===== src/rtl/cap_pkg.sv =====
package cap_pkg;
  localparam int unsigned MODE_W = 4;
  localparam int unsigned ADDR_W = 3;
  localparam int unsigned WD_W   = MODE_W + 1;

  localparam logic [MODE_W-1:0] MODE_PERIOD = 4'b0010;
  localparam logic [MODE_W-1:0] MODE_PULSE  = 4'b0001;

  localparam logic [ADDR_W-1:0] ADR_CTRL   = 3'd0;
  localparam logic [ADDR_W-1:0] ADR_STAT   = 3'd1;
  localparam logic [ADDR_W-1:0] ADR_A      = 3'd2;
  localparam logic [ADDR_W-1:0] ADR_B      = 3'd3;
  localparam logic [ADDR_W-1:0] ADR_COH_HI = 3'd4;
  localparam logic [ADDR_W-1:0] ADR_COH_LO = 3'd5;
endpackage


===== src/rtl/cap_edge_det.sv =====
module cap_edge_det #(
  parameter int unsigned SYNC_STAGES = 2
) (
  input  logic clk,
  input  logic rst_n,
  input  logic pin_i,
  output logic level_o,
  output logic rise_o,
  output logic fall_o
);
  logic [SYNC_STAGES-1:0] sync_q;
  logic [SYNC_STAGES-1:0] sync_n;
  logic                   prev_q;

  generate
    for (genvar i = 0; i < SYNC_STAGES; i++) begin : g_sync
      if (i == 0) begin : g_first
        assign sync_n[i] = pin_i;
      end else begin : g_next
        assign sync_n[i] = sync_q[i-1];
      end
    end
  endgenerate

  always_ff @(posedge clk or negedge rst_n) begin
    if (!rst_n) begin
      sync_q <= '0;
      prev_q <= 1'b0;
    end else begin
      sync_q <= sync_n;
      prev_q <= sync_q[SYNC_STAGES-1];
    end
  end

  assign level_o = sync_q[SYNC_STAGES-1];
  assign rise_o  = level_o & ~prev_q;
  assign fall_o  = ~level_o & prev_q;


  no_double_rise_chk: assert property (@(posedge clk) disable iff (!rst_n)
    rise_o |=> !rise_o);
endmodule


===== src/rtl/cap_core.sv =====
module cap_core
  import cap_pkg::*;
#(
  parameter int unsigned TW = 16
) (
  input  logic              clk,
  input  logic              rst_n,
  input  logic [TW-1:0]     tbase_i,
  input  logic [MODE_W-1:0] mode_i,
  input  logic              pol_i,
  input  logic              rise_i,
  input  logic              fall_i,
  input  logic              coh_active_i,
  input  logic              trk_clr_i,
  input  logic              flag_clr_i,
  output logic [TW-1:0]     a_o,
  output logic [TW-1:0]     b1_o,
  output logic              flag_o
);
  logic [TW-1:0] a_q, a_n, b1_q, b1_n, b2_q, b2_n;
  logic          flag_q, flag_n, seen_q, seen_n, armed_q, armed_n;
  logic          pend_q, pend_n, pfl_q, pfl_n, flag_set;
  logic          is_period, is_pulse, lead, trail;

  assign is_period = (mode_i == MODE_PERIOD);
  assign is_pulse  = (mode_i == MODE_PULSE);
  assign lead      = pol_i ? rise_i : fall_i;
  assign trail     = pol_i ? fall_i : rise_i;

  always_comb begin
    a_n      = a_q;
    b1_n     = b1_q;
    b2_n     = b2_q;
    seen_n   = seen_q;
    armed_n  = armed_q;
    pend_n   = pend_q;
    pfl_n    = pfl_q;
    flag_set = 1'b0;
    if (trk_clr_i) begin
      seen_n  = 1'b0;
      armed_n = 1'b0;
      pend_n  = 1'b0;
      pfl_n   = 1'b0;
    end else begin
      // finish a transfer that waited for a coherent read
      if (pend_q && !coh_active_i) begin
        pend_n = 1'b0;
        if (is_period) begin
          b2_n = b1_q;
          b1_n = a_q;
        end else begin
          b1_n = b2_q;
        end
        if (pfl_q) flag_set = 1'b1;
      end
      if (is_period && lead) begin
        a_n    = tbase_i;
        seen_n = 1'b1;
        if (coh_active_i) begin
          pend_n = 1'b1;
          pfl_n  = seen_q;
        end else begin
          b2_n = b1_n;
          b1_n = tbase_i;
          if (seen_q) flag_set = 1'b1;
        end
      end
      if (is_pulse) begin
        if (lead && !pend_q) begin
          b2_n    = tbase_i;
          armed_n = 1'b1;
        end
        if (trail && armed_q) begin
          a_n     = tbase_i;
          armed_n = 1'b0;
          if (coh_active_i) begin
            pend_n = 1'b1;
            pfl_n  = 1'b1;
          end else begin
            b1_n     = b2_q;
            flag_set = 1'b1;
          end
        end
      end
    end
    flag_n = flag_set ? 1'b1 : (flag_q & ~flag_clr_i);
  end

  always_ff @(posedge clk or negedge rst_n) begin
    if (!rst_n) begin
      a_q     <= '0;
      b1_q    <= '0;
      b2_q    <= '0;
      flag_q  <= 1'b0;
      seen_q  <= 1'b0;
      armed_q <= 1'b0;
      pend_q  <= 1'b0;
      pfl_q   <= 1'b0;
    end else begin
      a_q     <= a_n;
      b1_q    <= b1_n;
      b2_q    <= b2_n;
      flag_q  <= flag_n;
      seen_q  <= seen_n;
      armed_q <= armed_n;
      pend_q  <= pend_n;
      pfl_q   <= pfl_n;
    end
  end

  assign a_o    = a_q;
  assign b1_o   = b1_q;
  assign flag_o = flag_q;


  period_capture_chk: assert property (@(posedge clk) disable iff (!rst_n)
    (is_period && lead && !trk_clr_i) |=> (a_q == $past(tbase_i)));

  b1_hold_chk: assert property (@(posedge clk) disable iff (!rst_n)
    coh_active_i |=> $stable(b1_q));

  flag_set_wins_chk: assert property (@(posedge clk) disable iff (!rst_n)
    flag_set |=> flag_q);

  flag_clear_chk: assert property (@(posedge clk) disable iff (!rst_n)
    (flag_clr_i && !flag_set) |=> !flag_q);
endmodule


===== src/rtl/cap_bus.sv =====
module cap_bus
  import cap_pkg::*;
#(
  parameter int unsigned TW = 16
) (
  input  logic              clk,
  input  logic              rst_n,
  input  logic              wr_i,
  input  logic              rd_i,
  input  logic [ADDR_W-1:0] addr_i,
  input  logic [WD_W-1:0]   wdata_i,
  input  logic [TW-1:0]     a_i,
  input  logic [TW-1:0]     b1_i,
  input  logic              flag_i,
  input  logic              level_i,
  output logic [TW-1:0]     rdata_o,
  output logic [MODE_W-1:0] mode_o,
  output logic              pol_o,
  output logic              trk_clr_o,
  output logic              flag_clr_o,
  output logic              coh_active_o
);
  logic [MODE_W-1:0] mode_q, mode_n;
  logic              pol_q, pol_n;
  logic [TW-1:0]     hold_q, hold_n, rdata_q, rdata_n;
  logic              coh_busy_q, coh_busy_n;
  logic              ctrl_wr, coh_start, coh_end;

  assign ctrl_wr   = wr_i && (addr_i == ADR_CTRL);
  assign coh_start = rd_i && (addr_i == ADR_COH_HI);
  assign coh_end   = rd_i && (addr_i == ADR_COH_LO);

  always_comb begin
    mode_n     = mode_q;
    pol_n      = pol_q;
    hold_n     = hold_q;
    coh_busy_n = coh_busy_q;
    rdata_n    = rdata_q;
    if (ctrl_wr) begin
      mode_n = wdata_i[MODE_W-1:0];
      pol_n  = wdata_i[MODE_W];
    end
    if (coh_start) begin
      hold_n     = b1_i;
      coh_busy_n = 1'b1;
    end else if (coh_end) begin
      coh_busy_n = 1'b0;
    end
    if (rd_i) begin
      case (addr_i)
        ADR_CTRL:   rdata_n = TW'({pol_q, mode_q});
        ADR_STAT:   rdata_n = TW'({level_i, flag_i});
        ADR_A:      rdata_n = a_i;
        ADR_B:      rdata_n = b1_i;
        ADR_COH_HI: rdata_n = a_i;
        ADR_COH_LO: rdata_n = coh_busy_q ? hold_q : b1_i;
        default:    rdata_n = '0;
      endcase
    end
  end

  always_ff @(posedge clk or negedge rst_n) begin
    if (!rst_n) begin
      mode_q     <= '0;
      pol_q      <= 1'b0;
      hold_q     <= '0;
      coh_busy_q <= 1'b0;
      rdata_q    <= '0;
    end else begin
      mode_q     <= mode_n;
      pol_q      <= pol_n;
      hold_q     <= hold_n;
      coh_busy_q <= coh_busy_n;
      rdata_q    <= rdata_n;
    end
  end

  assign rdata_o      = rdata_q;
  assign mode_o       = mode_q;
  assign pol_o        = pol_q;
  assign trk_clr_o    = ctrl_wr;
  assign flag_clr_o   = wr_i && (addr_i == ADR_STAT) && wdata_i[0];
  assign coh_active_o = coh_busy_q | coh_start;


  coh_open_chk: assert property (@(posedge clk) disable iff (!rst_n)
    coh_start |=> (coh_busy_q && rdata_q == $past(a_i)));

  coh_close_chk: assert property (@(posedge clk) disable iff (!rst_n)
    (coh_end && !coh_start) |=> !coh_busy_q);
endmodule


===== src/rtl/cap_chan.sv =====
module cap_chan
  import cap_pkg::*;
#(
  parameter int unsigned TW          = 16,
  parameter int unsigned SYNC_STAGES = 2
) (
  input  logic              clk,
  input  logic              rst_n,
  input  logic [TW-1:0]     tbase,
  input  logic              cap_in,
  input  logic              bus_wr,
  input  logic              bus_rd,
  input  logic [ADDR_W-1:0] bus_addr,
  input  logic [WD_W-1:0]   bus_wdata,
  output logic [TW-1:0]     bus_rdata
);
  logic              level, rise, fall;
  logic [MODE_W-1:0] mode;
  logic              pol, trk_clr, flag_clr, coh_active, flag;
  logic [TW-1:0]     a_val, b1_val;

  cap_edge_det #(.SYNC_STAGES(SYNC_STAGES)) u_edge (
    .clk(clk), .rst_n(rst_n), .pin_i(cap_in),
    .level_o(level), .rise_o(rise), .fall_o(fall));

  cap_core #(.TW(TW)) u_core (
    .clk(clk), .rst_n(rst_n), .tbase_i(tbase), .mode_i(mode), .pol_i(pol),
    .rise_i(rise), .fall_i(fall), .coh_active_i(coh_active),
    .trk_clr_i(trk_clr), .flag_clr_i(flag_clr),
    .a_o(a_val), .b1_o(b1_val), .flag_o(flag));

  cap_bus #(.TW(TW)) u_bus (
    .clk(clk), .rst_n(rst_n), .wr_i(bus_wr), .rd_i(bus_rd),
    .addr_i(bus_addr), .wdata_i(bus_wdata), .a_i(a_val), .b1_i(b1_val),
    .flag_i(flag), .level_i(level), .rdata_o(bus_rdata), .mode_o(mode),
    .pol_o(pol), .trk_clr_o(trk_clr), .flag_clr_o(flag_clr),
    .coh_active_o(coh_active));
endmodule


===== config.mk =====
export PLATFORM = sky130hd
export DESIGN_NAME = cap_chan
export DESIGN_NICKNAME = d
export VERILOG_FILES = /design/src/rtl/cap_pkg.sv /design/src/rtl/cap_edge_det.sv /design/src/rtl/cap_core.sv /design/src/rtl/cap_bus.sv /design/src/rtl/cap_chan.sv
export SDC_FILE = /design/constraint.sdc
export NUM_CORES = 1
export LEC_CHECK = 0
export BUFFER_PORTS_ARGS = -buffer_cell sky130_fd_sc_hd__buf_2
export CAP_MARGIN = 15
export CORE_AREA = 8 8 107 109
export DETAILED_ROUTE_END_ITERATION = 12
export DIE_AREA = 0 0 115 117
export MAX_ROUTING_LAYER = met4
export PLACE_DENSITY = 0.91
export SKIP_CTS_REPAIR_TIMING = 1
export SYNTH_ARGS = -nofsm -noshare
export SYNTH_HDL_FRONTEND = slang
export SYNTH_HIERARCHICAL = 1
export SYNTH_SLANG_ARGS = --single-unit
export TNS_END_PERCENT = 100

===== constraint.sdc =====
create_clock -name clk -period 5 [get_ports clk]
set_input_delay 0.5 -clock clk [delete_from_list [all_inputs] [get_ports clk]]
set_output_delay 0.5 -clock clk [all_outputs]
set_load 0.005 [all_outputs]

==> metrics.md, run 1 <==
| Metric | Value |
|---|---|
| Status | `finished, final reports clean` |
| Clock Tree Buf Depth | `2` |
| Number of global-route vias before repair | `5344` |
| CP endpoint | `u_core/b1_o[10]` |
| Filler instances | `761` |
| Largest net degree at the start of global routing | `76` |
| Starting density of the core | `0.622` |
| Critical path endpoint category | `register` |
| Top cell type by total area after synthesis | `dfrtp_1` |
| Nets | `664` |
| GP Congestion | `0.884` |
| IO Count | `45` |
| Final Max Slew Viols | `0` |
| Fraction of the yosys area taken by sequential cells | `0.382` |
| CTS tree | `done` |
| Achievable Freq | `0.312 GHz` |
| RSZ-0062 raised after global routing | `no` |
| Hold Crit Class | `input port to asynchronous set/reset pin` |
| Crit path arrival time | `3.46 ns` |
| Synthesis-to-finish area growth | `5.60%` |
| Routed Antenna Nets | `0` |
| H-tree levels | `3` |
| Antenna fix cells | `0` |
| Syn_nets | `661` |
| Final hold viol count | `0` |
| Crit path from | `bus_addr[2]` |
| Worst setup SP type | `input port` |
| DIE HEIGHT | `117 microns` |
| Port bufs | `44` |
| Clock Root Buffer | `clkbuf_8` |
| Synth unique cells | `59` |
| Max cap viols | `0` |
| Rows | `37` |
| Post-synth top cells | `94 x dfrtp_1, 47 x nand3_1, 42 x nand2_1` |
| Critical Path RT | `5.25 ns` |
| Remaining Overflow, GRT | `0` |
| Count leader, synth | `dfrtp_1` |
| Reg-to-reg critical path endpoint | `u_core/a_o[5]` |
| Die width | `115 microns` |
| Multi-input logic area | `3430 sq um` |
| Least-Margin Pin Slew | `1.14 ns` |
| Final instance area | `6510 sq um` |
| Pwr dens | `429 nW/um^2` |
| Critical path class | `input port to register` |
| Post-route clock period utilization | `0.642` |
| HPWL after DPL | `10700 microns` |
| Core area | `9910 sq um` |
| # DRC | `0` |
| Number of enable flip-flop cells after synthesis | `0` |
| Reg area | `2350 sq um` |
| Crit-path max FO | `33` |
| TritonRoute pass-1 iters | `7` |
| Worst R2R Path Depth | `6` |
| Placed Instance Area | `6290 sq um` |
| Clk sink count | `94` |
| Relative slew slack | `0.238` |
| Clock transition at path regs | `0.09 ns` |
| R2R Setup Slk | `1.93 ns` |
| Die ar. | `13500 sq um` |
| Synth top area share | `0.382` |
| Num CTS Buffers | `9` |
| First-pass GRT wire length | `26800 microns` |
| Synth warn | `6` |
| Average cell area after synthesis | `9.75 sq um` |
| GRT Total Usage | `0.259` |
| P_leak | `2.56 nW` |
| Layout Skew | `0.00891 ns` |
| Top_reg_cell synth | `dfrtp_1` |
| Share of cells above drive strength 1 | `0.250` |
| Vias | `5566` |
| Initial DRC count | `765` |
| Synth Register Bits | `94` |
| # setup viols final | `0` |
| Clock latency on the worst-skew pair | `0.38 ns` |
| Reg2reg start | `u_edge/sync_q[1]` |
| Setup TNS | `0 ns` |
| Final min period | `3.21 ns` |
| Worst vdd ir | `0.000195 V` |
| Avg WL per Cell | `21.6 microns` |
| Top post-synthesis cells by area | `dfrtp_1 38%, mux2_2 6.9%, mux2i_1 3.9%, nand3_1 3.8%, nor3b_1 3.5%` |
| Post-layout util | `0.657` |
| Syn Std Cell Area | `6160 sq um` |
| Antenna violations before repair | `0` |
| FFs w/ async S/R, synth | `1.00` |
| Gate Count Post-Synth | `632` |
| Routed vias/inst | `7.17` |
| Total Wirelength | `16800 microns` |
[cell type report]
class	count	area share
Clock buffer	9	0.0190
Clock inverter	7	0.0152
Inverter	10	0.00577
Multi-Input combinational cell	466	0.527
Sequential cell	94	0.362
Tap cell	136	0.0261
Timing Repair Buffer	54	0.0457
[layout by cell type, fill, tap and decap left out, types with 6 or more instances in the layout]
cell type / synthesis / layout
a2bb2oi_1: 13 / 13
buf_4: 2 / 11
mux2_2: 38 / 38
clkbuf_8: 0 / 9
a221o_1: 8 / 8
buf_2: 14 / 43
o31ai_1: 13 / 13
a21o_1: 14 / 14
o22ai_1: 15 / 15
dfrtp_1: 94 / 93
inv_1: 10 / 10
a22oi_1: 8 / 8
a31oi_1: 18 / 18
a21oi_1: 29 / 29
nand2_1: 42 / 42
a211oi_1: 14 / 14
mux2i_1: 24 / 23
nand3_1: 47 / 47
nand2b_1: 6 / 6
mux2_4: 11 / 11
a31o_2: 13 / 13
nor3b_1: 29 / 29
o2bb2ai_1: 7 / 7
nor2_1: 32 / 32
nor3_2: 14 / 13
o21ai_0: 19 / 19
[worst max-delay path, cell delays in order]
cell	delay [ns]
buf_2	0.17
nor2b_4	0.35
nand2_1	0.17
nor2_4	0.44
or2_2	0.68
buf_4	0.40
mux2i_1	0.28
nor3_2	0.05
a211oi_1	0.27
o31ai_1	0.11
[registers in the layout, indices dropped and copies added, names as in the netlist, 2 cells and up]
| register | count |
|---|---|
| u_bus/hold_q | 16 |
| u_bus/rdata_o | 16 |
| u_core/a_o | 16 |
| u_core/b1_o | 16 |
| u_core/b2_q | 16 |
| u_bus/mode_o | 4 |
| u_edge/sync_q | 2 |
[worst min path at each step]
stage,from,endpoint,slack (ns),cells after the start
6_report,rst_n,u_core/flag_o,0.09,1
5_1_grt,rst_n,u_bus/rdata_o[13],0.14,1
4_1_cts,rst_n,u_bus/rdata_o[0],0.10,1
3_5_place_dp,u_edge/sync_q[0],u_edge/sync_q[1],0.35,0
3_3_place_gp,u_edge/sync_q[0],u_edge/sync_q[1],0.33,0
2_1_floorplan,rst_n,u_bus/coh_busy_q,0.20,0
[report_power, final]
part           switching, mW  internal [mW]
logic                  0.390          0.458
clock network          0.284          0.282
registers              0.371           1.01
[kinds of logic after synthesis]
| logic type | after synthesis | synth area share |
|---|---|---|
| buffers and inverters | 72 | 0.0654 |
| DFF | 94 | 0.382 |
| and+or+nand+nor | 197 | 0.185 |
| muxes | 73 | 0.135 |
| AOI/OAI and AO/OA | 196 | 0.233 |
[stage by stage]
step	cells	setup slack (ns)	total power, mW	hold slack, ns
2_1_floorplan	632	2.34	1.91	0.204
3_3_place_gp	760	1.66	2.13	0.333
3_5_place_dp	760	1.45	2.20	0.353
4_1_cts	776	1.87	2.77	0.102
5_1_grt	776	1.62	2.91	0.136
6_report	776	1.79	2.79	0.0873
[layer usage]
layer,GRT usage,routed length [microns],up-vias
met5,-,0,-
met4,0.141,600,0
met3,0.0410,1490,66
met2,0.415,8140,364
met1,0.311,6560,2724
li1,-,-,2412
Power figures use the tool's default switching activity.
==> run 2, diff against run 1 <==
--- a/config.mk
+++ b/config.mk
@@ -5,13 +5,14 @@
 export SDC_FILE = /design/constraint.sdc
 export NUM_CORES = 1
 export LEC_CHECK = 0
+export ABC_AREA = 1
 export BUFFER_PORTS_ARGS = -buffer_cell sky130_fd_sc_hd__buf_2
 export CAP_MARGIN = 15
-export CORE_AREA = 8 8 107 109
+export CORE_AREA = 8 8 110 112
 export DETAILED_ROUTE_END_ITERATION = 12
-export DIE_AREA = 0 0 115 117
+export DIE_AREA = 0 0 118 120
 export MAX_ROUTING_LAYER = met4
-export PLACE_DENSITY = 0.91
+export PLACE_DENSITY = 0.87
 export SKIP_CTS_REPAIR_TIMING = 1
 export SYNTH_ARGS = -nofsm -noshare
 export SYNTH_HDL_FRONTEND = slang
==> constraint.sdc (replaced) <==
create_clock -name clk -period 3.07 [get_ports clk]
set_input_delay 0.307 -clock clk [delete_from_list [all_inputs] [get_ports clk]]
set_output_delay 0.307 -clock clk [all_outputs]
set_load 0.005 [all_outputs]
==> run 2 against run 1 <==
Non-clock buffer count increased by 2. Core utilization decreased by 3.6 points. Combinational power increased by 110%.
==> metrics.md, run 2 <==
| Metric | Value |
|---|---|
| Antenna fix cells | `0 (unchanged)` |
| Initial DRC count | `915 (was 765)` |
| Remaining Overflow, GRT | `0 (unchanged)` |
| Final Max Slew Viols | `0 (unchanged)` |
| Largest net degree at the start of global routing | `76 (unchanged)` |
| Final instance area | `6530 sq um (was 6510 sq um)` |
| Final hold viol count | `0 (unchanged)` |
| Layout Skew | `0.00901 ns (was 0.00891 ns)` |
| Synth unique cells | `27 (was 59)` |
| Worst setup SP type | `register (was input port)` |
| Placed cell count | `1051 (was 760)` |
| Internal power | `2.80 mW (was 1.75 mW)` |
| Reg-to-reg critical path endpoint | `u_core/a_o[2] (was u_core/a_o[5])` |
| Share of cells above drive strength 1 | `0.122 (was 0.250)` |
| Synth Register Bits | `94 (unchanged)` |
| Critical Path RT | `3.31 ns (was 5.25 ns)` |
| Final min period | `2.42 ns` |
| Critical path endpoint category | `register (unchanged)` |
| Synth top area share | `0.383 (was 0.382)` |
| Routed vias/inst | `5.78 (was 7.17)` |
| Count leader, synth | `nand2_1 (was dfrtp_1)` |
| # setup viols final | `0 (unchanged)` |
| Worst vdd ir | `0.000284 V (was 0.000195 V)` |
| Total Wirelength | `17000 microns (was 16800 microns)` |
| Hold Crit Class | `input port to asynchronous set/reset pin (unchanged)` |
| # DRC | `0 (unchanged)` |
| Vias | `6171 (was 5566)` |
| FFs w/ async S/R, synth | `1.00 (unchanged)` |
| HPWL after DPL | `11300 microns (was 10700 microns)` |
| Max cap viols | `0 (unchanged)` |
| Clock power frac | `0.180 (was 0.202)` |
| Synthesis-to-finish area growth | `6.42% (was 5.60%)` |
| Clk sink count | `94 (unchanged)` |
| DIE HEIGHT | `120 microns (was 117 microns)` |
| Number of enable flip-flop cells after synthesis | `0 (unchanged)` |
| Clock latency on the worst-skew pair | `0.37 ns (was 0.38 ns)` |
| R2R Setup Slk | `0.65 ns (was 1.93 ns)` |
| TritonRoute pass-1 iters | `7 (unchanged)` |
| Gate power share | `0.356 (was 0.304)` |
| Sw frac | `0.430 (was 0.374)` |
| Avg WL per Cell | `15.9 microns (was 21.6 microns)` |
| P_leak | `3.58 nW (was 2.56 nW)` |
| Commonest non-fill, non-tap cell in the layout | `nand2_1 (was dfrtp_1)` |
| IO Count | `45 (unchanged)` |
| Post-layout util | `0.621 (was 0.657)` |
| Worst R2R Path Depth | `8 (was 6)` |
| Pwr dens | `754 nW/um^2 (was 429 nW/um^2)` |
| Post-route clock period utilization | `0.790` |
| Reg2reg start | `u_edge/sync_q[1] (unchanged)` |
| GP Congestion | `0.951 (was 0.884)` |
| Die ar. | `14200 sq um (was 13500 sq um)` |
| Least-Margin Pin Slew | `0.962 ns (was 1.14 ns)` |
| Top_reg_cell synth | `dfrtp_1 (unchanged)` |
| Syn_nets | `935 (was 661)` |
| Die width | `118 microns (was 115 microns)` |
| Reg power frac | `0.464 (was 0.494)` |
| Routed Antenna Nets | `0 (unchanged)` |
| Relative slew slack | `0.359 (was 0.238)` |
| Antenna violations before repair | `0 (unchanged)` |
| Achievable Freq | `0.413 GHz` |
| First-pass GRT wire length | `27900 microns (was 26800 microns)` |
| Critical path class | `register to register (was input port to register)` |
| Port bufs | `44 (unchanged)` |
| Post-synth top cells | `353 x nand2_1, 145 x nand3_1, 94 x dfrtp_1 (was 94 x dfrtp_1, 47 x nand3_1, 42 x nand2_1)` |
| Final Non-Filler Cells | `1067 (was 776)` |
| Starting density of the core | `0.584 (was 0.622)` |
| Nets | `951 (was 664)` |
| RSZ-0062 raised after global routing | `no (unchanged)` |
| Fraction of the yosys area taken by sequential cells | `0.383 (was 0.382)` |
| Synth warn | `6 (unchanged)` |
| Clock Root Buffer | `clkbuf_8 (unchanged)` |
| Top post-synthesis cells by area | `dfrtp_1 38%, nand2_1 22%, nand3_1 12%, inv_1 5.6%, o21ai_0 3.8% (was dfrtp_1 38%, mux2_2 6.9%, mux2i_1 3.9%, nand3_1 3.8%, nor3b_1 3.5%)` |
| Num CTS Buffers | `9 (unchanged)` |
| Gate Count Post-Synth | `906 (was 632)` |
| Placed Instance Area | `6330 sq um (was 6290 sq um)` |
| Clock transition at path regs | `0.10 ns (was 0.09 ns)` |
| Clock Tree Buf Depth | `2 (unchanged)` |
| Rows | `38 (was 37)` |
| CTS tree | `done (unchanged)` |
| Core area | `10500 sq um (was 9910 sq um)` |
| Average cell area after synthesis | `6.77 sq um (was 9.75 sq um)` |
| Psw | `2.12 mW (was 1.04 mW)` |
| H-tree levels | `3 (unchanged)` |
| Status | `finished, final reports clean (unchanged)` |
| Syn Std Cell Area | `6130 sq um (was 6160 sq um)` |
| Number of global-route vias before repair | `5603 (was 5344)` |
| Crit-path max FO | `22 (was 33)` |
| Crit path arrival time | `2.67 ns (was 3.46 ns)` |
| Most frequent cells in the layout | `353 x nand2_1, 145 x nand3_1, 94 x dfrtp_1 (was 93 x dfrtp_1, 47 x nand3_1, 43 x buf_2)` |
| Setup TNS | `0 ns (unchanged)` |
| GRT Total Usage | `0.246 (was 0.259)` |
| Top cell type by total area after synthesis | `dfrtp_1 (unchanged)` |
run 2: cell types whose count changed after synthesis, moves of 24 or more:
cell	previous run	this run
mux2i_1	24	0
inv_1	10	91
o21ai_0	19	46
nor3b_1	29	0
mux2_2	38	0
nand2_1	42	353
nand4_1	1	35
a21oi_1	29	2
nand3_1	47	145
run 2: worst max-delay path by stage:
stage,startpoint,endpoint,slack [ns],cells after the start
6_report,u_edge/sync_q[1],u_core/a_o[2],0.65,8
5_1_grt,u_edge/sync_q[1],u_core/a_o[8],0.43,9
4_1_cts,u_bus/mode_o[2],u_core/a_o[2],0.75,8
3_5_place_dp,bus_addr[1],u_core/a_o[2],0.68,8
3_3_place_gp,bus_addr[1],u_core/a_o[12],0.73,8
2_1_floorplan,bus_addr[1],u_core/b2_q[10],1.10,14
run 2: final cells by class:
type	count	area [sq um]
timing repair buffer	56	313
fill	969	3980
sequential	94	2350
clock inverter	7	77.6
inverter	97	364
clock buffer	9	124
multi-input combinational	664	3120
tap	140	175
run 2: per-layer routing:
layer / GRT usage / part of all wire / wire [microns] / vias up
met5: - / 0 / 0 / -
met3: 0.0460 / 0.11 / 1840 / 67
li1: - / - / - / 2937
met2: 0.369 / 0.45 / 7690 / 403
met1: 0.317 / 0.41 / 6990 / 2764
met4: 0.116 / 0.026 / 446 / 0
run 2: cell families after synthesis:
logic type | share of synthesized area
simple gates | 0.434
buf+inv | 0.107
flops | 0.383
compound gates | 0.0628
mux | 0.0122
run 2: through the flow:
| stage | power (mW) | setup slack, ns | hold WS, ns |
|---|---|---|---|
| final | 4.92 | 0.646 | 0.0291 |
| after global routing | 5.29 | 0.434 | 0.0250 |
| after CTS | 4.88 | 0.753 | 0.0260 |
| after detailed placement | 4.00 | 0.677 | 0.358 |
| after global placement | 3.92 | 0.733 | 0.366 |
| after floorplan | 3.45 | 1.10 | 0.0114 |
run 2: power groups by stage:
stage / registers, mW / logic [mW] / clock network [mW]
6_report: 2.28 / 1.75 / 0.885
4_1_cts: 2.26 / 1.73 / 0.892
2_1_floorplan: 2.11 / 1.34 / 0
3_5_place_dp: 2.28 / 1.72 / 0
5_1_grt: 2.35 / 2.00 / 0.943
3_3_place_gp: 2.27 / 1.65 / 0
run 2: worst max-delay path, cell delays in order, from the launching register on:
cell     delay [ns]
dfrtp_1        0.41
nor2_1         0.16
nand2_1        0.07
nand2_1        0.37
nand2_4        0.29
o21ai_2        0.16
nand2_1        0.52
nand2_1        0.23
o21ai_1        0.08
==> run 3, diff against run 2 <==
--- a/config.mk
+++ b/config.mk
@@ -5,14 +5,14 @@
 export SDC_FILE = /design/constraint.sdc
 export NUM_CORES = 1
 export LEC_CHECK = 0
-export ABC_AREA = 1
+export ABC_AREA = 0
 export BUFFER_PORTS_ARGS = -buffer_cell sky130_fd_sc_hd__buf_2
 export CAP_MARGIN = 15
-export CORE_AREA = 8 8 110 112
+export CORE_AREA = 8 8 115 117
 export DETAILED_ROUTE_END_ITERATION = 12
-export DIE_AREA = 0 0 118 120
+export DIE_AREA = 0 0 123 125
 export MAX_ROUTING_LAYER = met4
-export PLACE_DENSITY = 0.87
+export PLACE_DENSITY = 0.84
 export SKIP_CTS_REPAIR_TIMING = 1
 export SYNTH_ARGS = -nofsm -noshare
 export SYNTH_HDL_FRONTEND = slang
==> constraint.sdc (replaced) <==
create_clock -name clk -period 2.1 [get_ports clk]
set_input_delay 0.21 -clock clk [delete_from_list [all_inputs] [get_ports clk]]
set_output_delay 0.21 -clock clk [all_outputs]
set_load 0.005 [all_outputs]
==> run 3 against run 2 <==
Sequential cell count unchanged. Critical path depth decreased by 2. Sequential share of layout area decreased by 2.3 points. Critical endpoint unchanged. Sequential power increased by 43%. Setup slack got worse by 0.58 ns. Global-route usage decreased by 1.0 points. Critical path type unchanged. First-iteration DRC count increased by 10%. Clock-buffer cell count increased by 3. Non-clock buffer count increased by 35. Total power increased by 43%. Via count decreased by 9.0%.
==> metrics.md, run 3 (same netlist as run 1, synthesis figures left out) <==
| Metric | Value |
|---|---|
| Num CTS Buffers | `9 (unchanged)` |
| DIE HEIGHT | `125 microns (was 120 microns)` |
| Layout Skew | `0.00782 ns (was 0.00901 ns)` |
| Placed Instance Area | `6660 sq um (was 6330 sq um)` |
| Least-Margin Pin Slew | `0.475 ns (was 0.962 ns)` |
| Share of cells above drive strength 1 | `0.292 (was 0.122)` |
| Relative slew slack | `0.683 (was 0.359)` |
| CP Buf/Inv Count | `1 (was 0)` |
| Filler instances | `914 (was 969)` |
| Number of global-route vias before repair | `5439 (was 5603)` |
| Routed vias/inst | `6.83 (was 5.78)` |
| Clk sink count | `94 (unchanged)` |
| # DRC | `0 (unchanged)` |
| Post-layout util | `0.602 (was 0.621)` |
| Die width | `123 microns (was 118 microns)` |
| IO Count | `45 (unchanged)` |
| Antenna fix cells | `0 (unchanged)` |
| Final min period | `2.03 ns (was 2.42 ns)` |
| Final hold viol count | `0 (unchanged)` |
| Port bufs | `44 (unchanged)` |
| Multi-input logic area | `3450 sq um (was 3120 sq um)` |
| Most frequent CP cell | `mux2_4 (was nand2_1)` |
| Critical path's largest stage delay | `0.42 ns (was 0.52 ns)` |
| Critical path endpoint category | `register (unchanged)` |
| CP top delay family | `multiplexers (was simple AND/OR/NAND/NOR gates)` |
| Clock latency on the worst-skew pair | `0.34 ns (was 0.37 ns)` |
| Post-route clock period utilization | `0.968 (was 0.790)` |
| Synthesis-to-finish area growth | `13.4% (was 6.42%)` |
| Core area | `11600 sq um (was 10500 sq um)` |
| Pwr dens | `1010 nW/um^2 (was 754 nW/um^2)` |
| Crit path arrival time | `2.26 ns (was 2.67 ns)` |
| Max cap viols | `0 (unchanged)` |
| RSZ-0062 raised after global routing | `no (unchanged)` |
| TritonRoute pass-1 iters | `8 (was 7)` |
| Worst setup SP type | `register (unchanged)` |
| Critical Path RT | `2.33 ns (was 3.31 ns)` |
| P_leak | `2.82 nW (was 3.58 nW)` |
| GRT Total Usage | `0.236 (was 0.246)` |
| Slowest-stage cell, CP | `dfrtp_1 (was nand2_1)` |
| Starting density of the core | `0.531 (was 0.584)` |
| First-pass GRT wire length | `28400 microns (was 27900 microns)` |
| CP cell instances | `and2b_2 > mux2_4 > a32o_2 > and2_4 > buf_12 > mux2_4 (was nor2_1 > nand2_1 > nand2_1 > nand2_4 > o21ai_2 > nand2_1 > nand2_1 > o21ai_1)` |
| Final Non-Filler Cells | `822 (was 1067)` |
| Routed Antenna Nets | `0 (unchanged)` |
| Nets | `701 (was 951)` |
| Remaining Overflow, GRT | `0 (unchanged)` |
| Achievable Freq | `0.492 GHz (was 0.413 GHz)` |
| Hold Crit Class | `input port to register (was input port to asynchronous set/reset pin)` |
| CTS tree | `done (unchanged)` |
| Most frequent cells in the layout | `92 x dfrtp_1, 47 x nand3_1, 43 x buf_2 (was 353 x nand2_1, 145 x nand3_1, 94 x dfrtp_1)` |
| Clock transition at path regs | `0.06 ns (was 0.10 ns)` |
| Crit-path max FO | `16 (was 22)` |
| Total Wirelength | `17800 microns (was 17000 microns)` |
| Clock Root Buffer | `clkbuf_16 (was clkbuf_8)` |
| Final instance area | `6990 sq um (was 6530 sq um)` |
| Die ar. | `15400 sq um (was 14200 sq um)` |
| Antenna violations before repair | `0 (unchanged)` |
| GP Congestion | `0.923 (was 0.951)` |
| # setup viols final | `0 (unchanged)` |
| Clock Tree Buf Depth | `2 (unchanged)` |
| Commonest non-fill, non-tap cell in the layout | `dfrtp_1 (was nand2_1)` |
| H-tree levels | `3 (unchanged)` |
| Final Max Slew Viols | `0 (unchanged)` |
| Reg area | `2350 sq um (about the same)` |
| Avg WL per Cell | `21.7 microns (was 15.9 microns)` |
| Placed cell count | `805 (was 1051)` |
| Vias | `5613 (was 6171)` |
| HPWL after DPL | `12100 microns (was 11300 microns)` |
| Rows | `40 (was 38)` |
| Initial DRC count | `1011 (was 915)` |
| Largest net degree at the start of global routing | `58 (was 76)` |
| Critical path class | `register to register (unchanged)` |
| Worst vdd ir | `0.000486 V (was 0.000284 V)` |
| Status | `finished, final reports clean (unchanged)` |
## run 3: path summary, 6_finish.rpt
check,start,end,cells past startpoint,slack (ns)
worst max-delay path,u_edge/sync_q[1],u_core/a_o[2],6,0.07
max in group asynchronous,rst_n,u_bus/mode_o[2],3,1.08
worst min register to register,u_edge/sync_q[0],u_edge/sync_q[1],0,0.36
worst max register to register,u_edge/sync_q[1],u_core/a_o[2],6,0.07
worst min-delay path,bus_wdata[4],u_bus/pol_o,2,0.1
min in group asynchronous,rst_n,u_bus/hold_q[1],2,0.36
## run 3: area by class of cell
type	count	share of cell area
clock inverters	2	0.00501
inverters	10	0.00537
repair buffers	91	0.0979
clock buffers	12	0.0353
well taps	147	0.0263
flip-flops and latches	94	0.337
multi-input cells	466	0.493
## run 3: power by group
group | total, mW | internal (mW) | switching, mW
Sequential | 3.25 | 2.41 | 0.847
Clock | 1.61 | 0.941 | 0.665
Combinational | 2.19 | 1.20 | 0.987
## run 3: stage by stage
step / hold slack [ns] / setup slack (ns) / power [mW] / TNS, ns
floorplan: -0.0856 / 0.00568 / 4.56 / 0
global placement: 0.181 / 0.0766 / 5.22 / 0
detailed placement: 0.183 / -0.0116 / 5.38 / -0.0132
CTS: -0.176 / -0.0492 / 6.99 / -0.0580
global route: 0.103 / 0.0102 / 7.36 / 0
finish: 0.0984 / 0.0662 / 7.05 / 0
## run 3: layer usage
layer  routed length, microns  vias up  global-route usage
met5                        0        -                   -
met4                      520        0              0.0893
met3                     1720       63              0.0585
met2                     8250      351               0.349
met1                     7340     2720               0.305
li1                         -     2479                   -
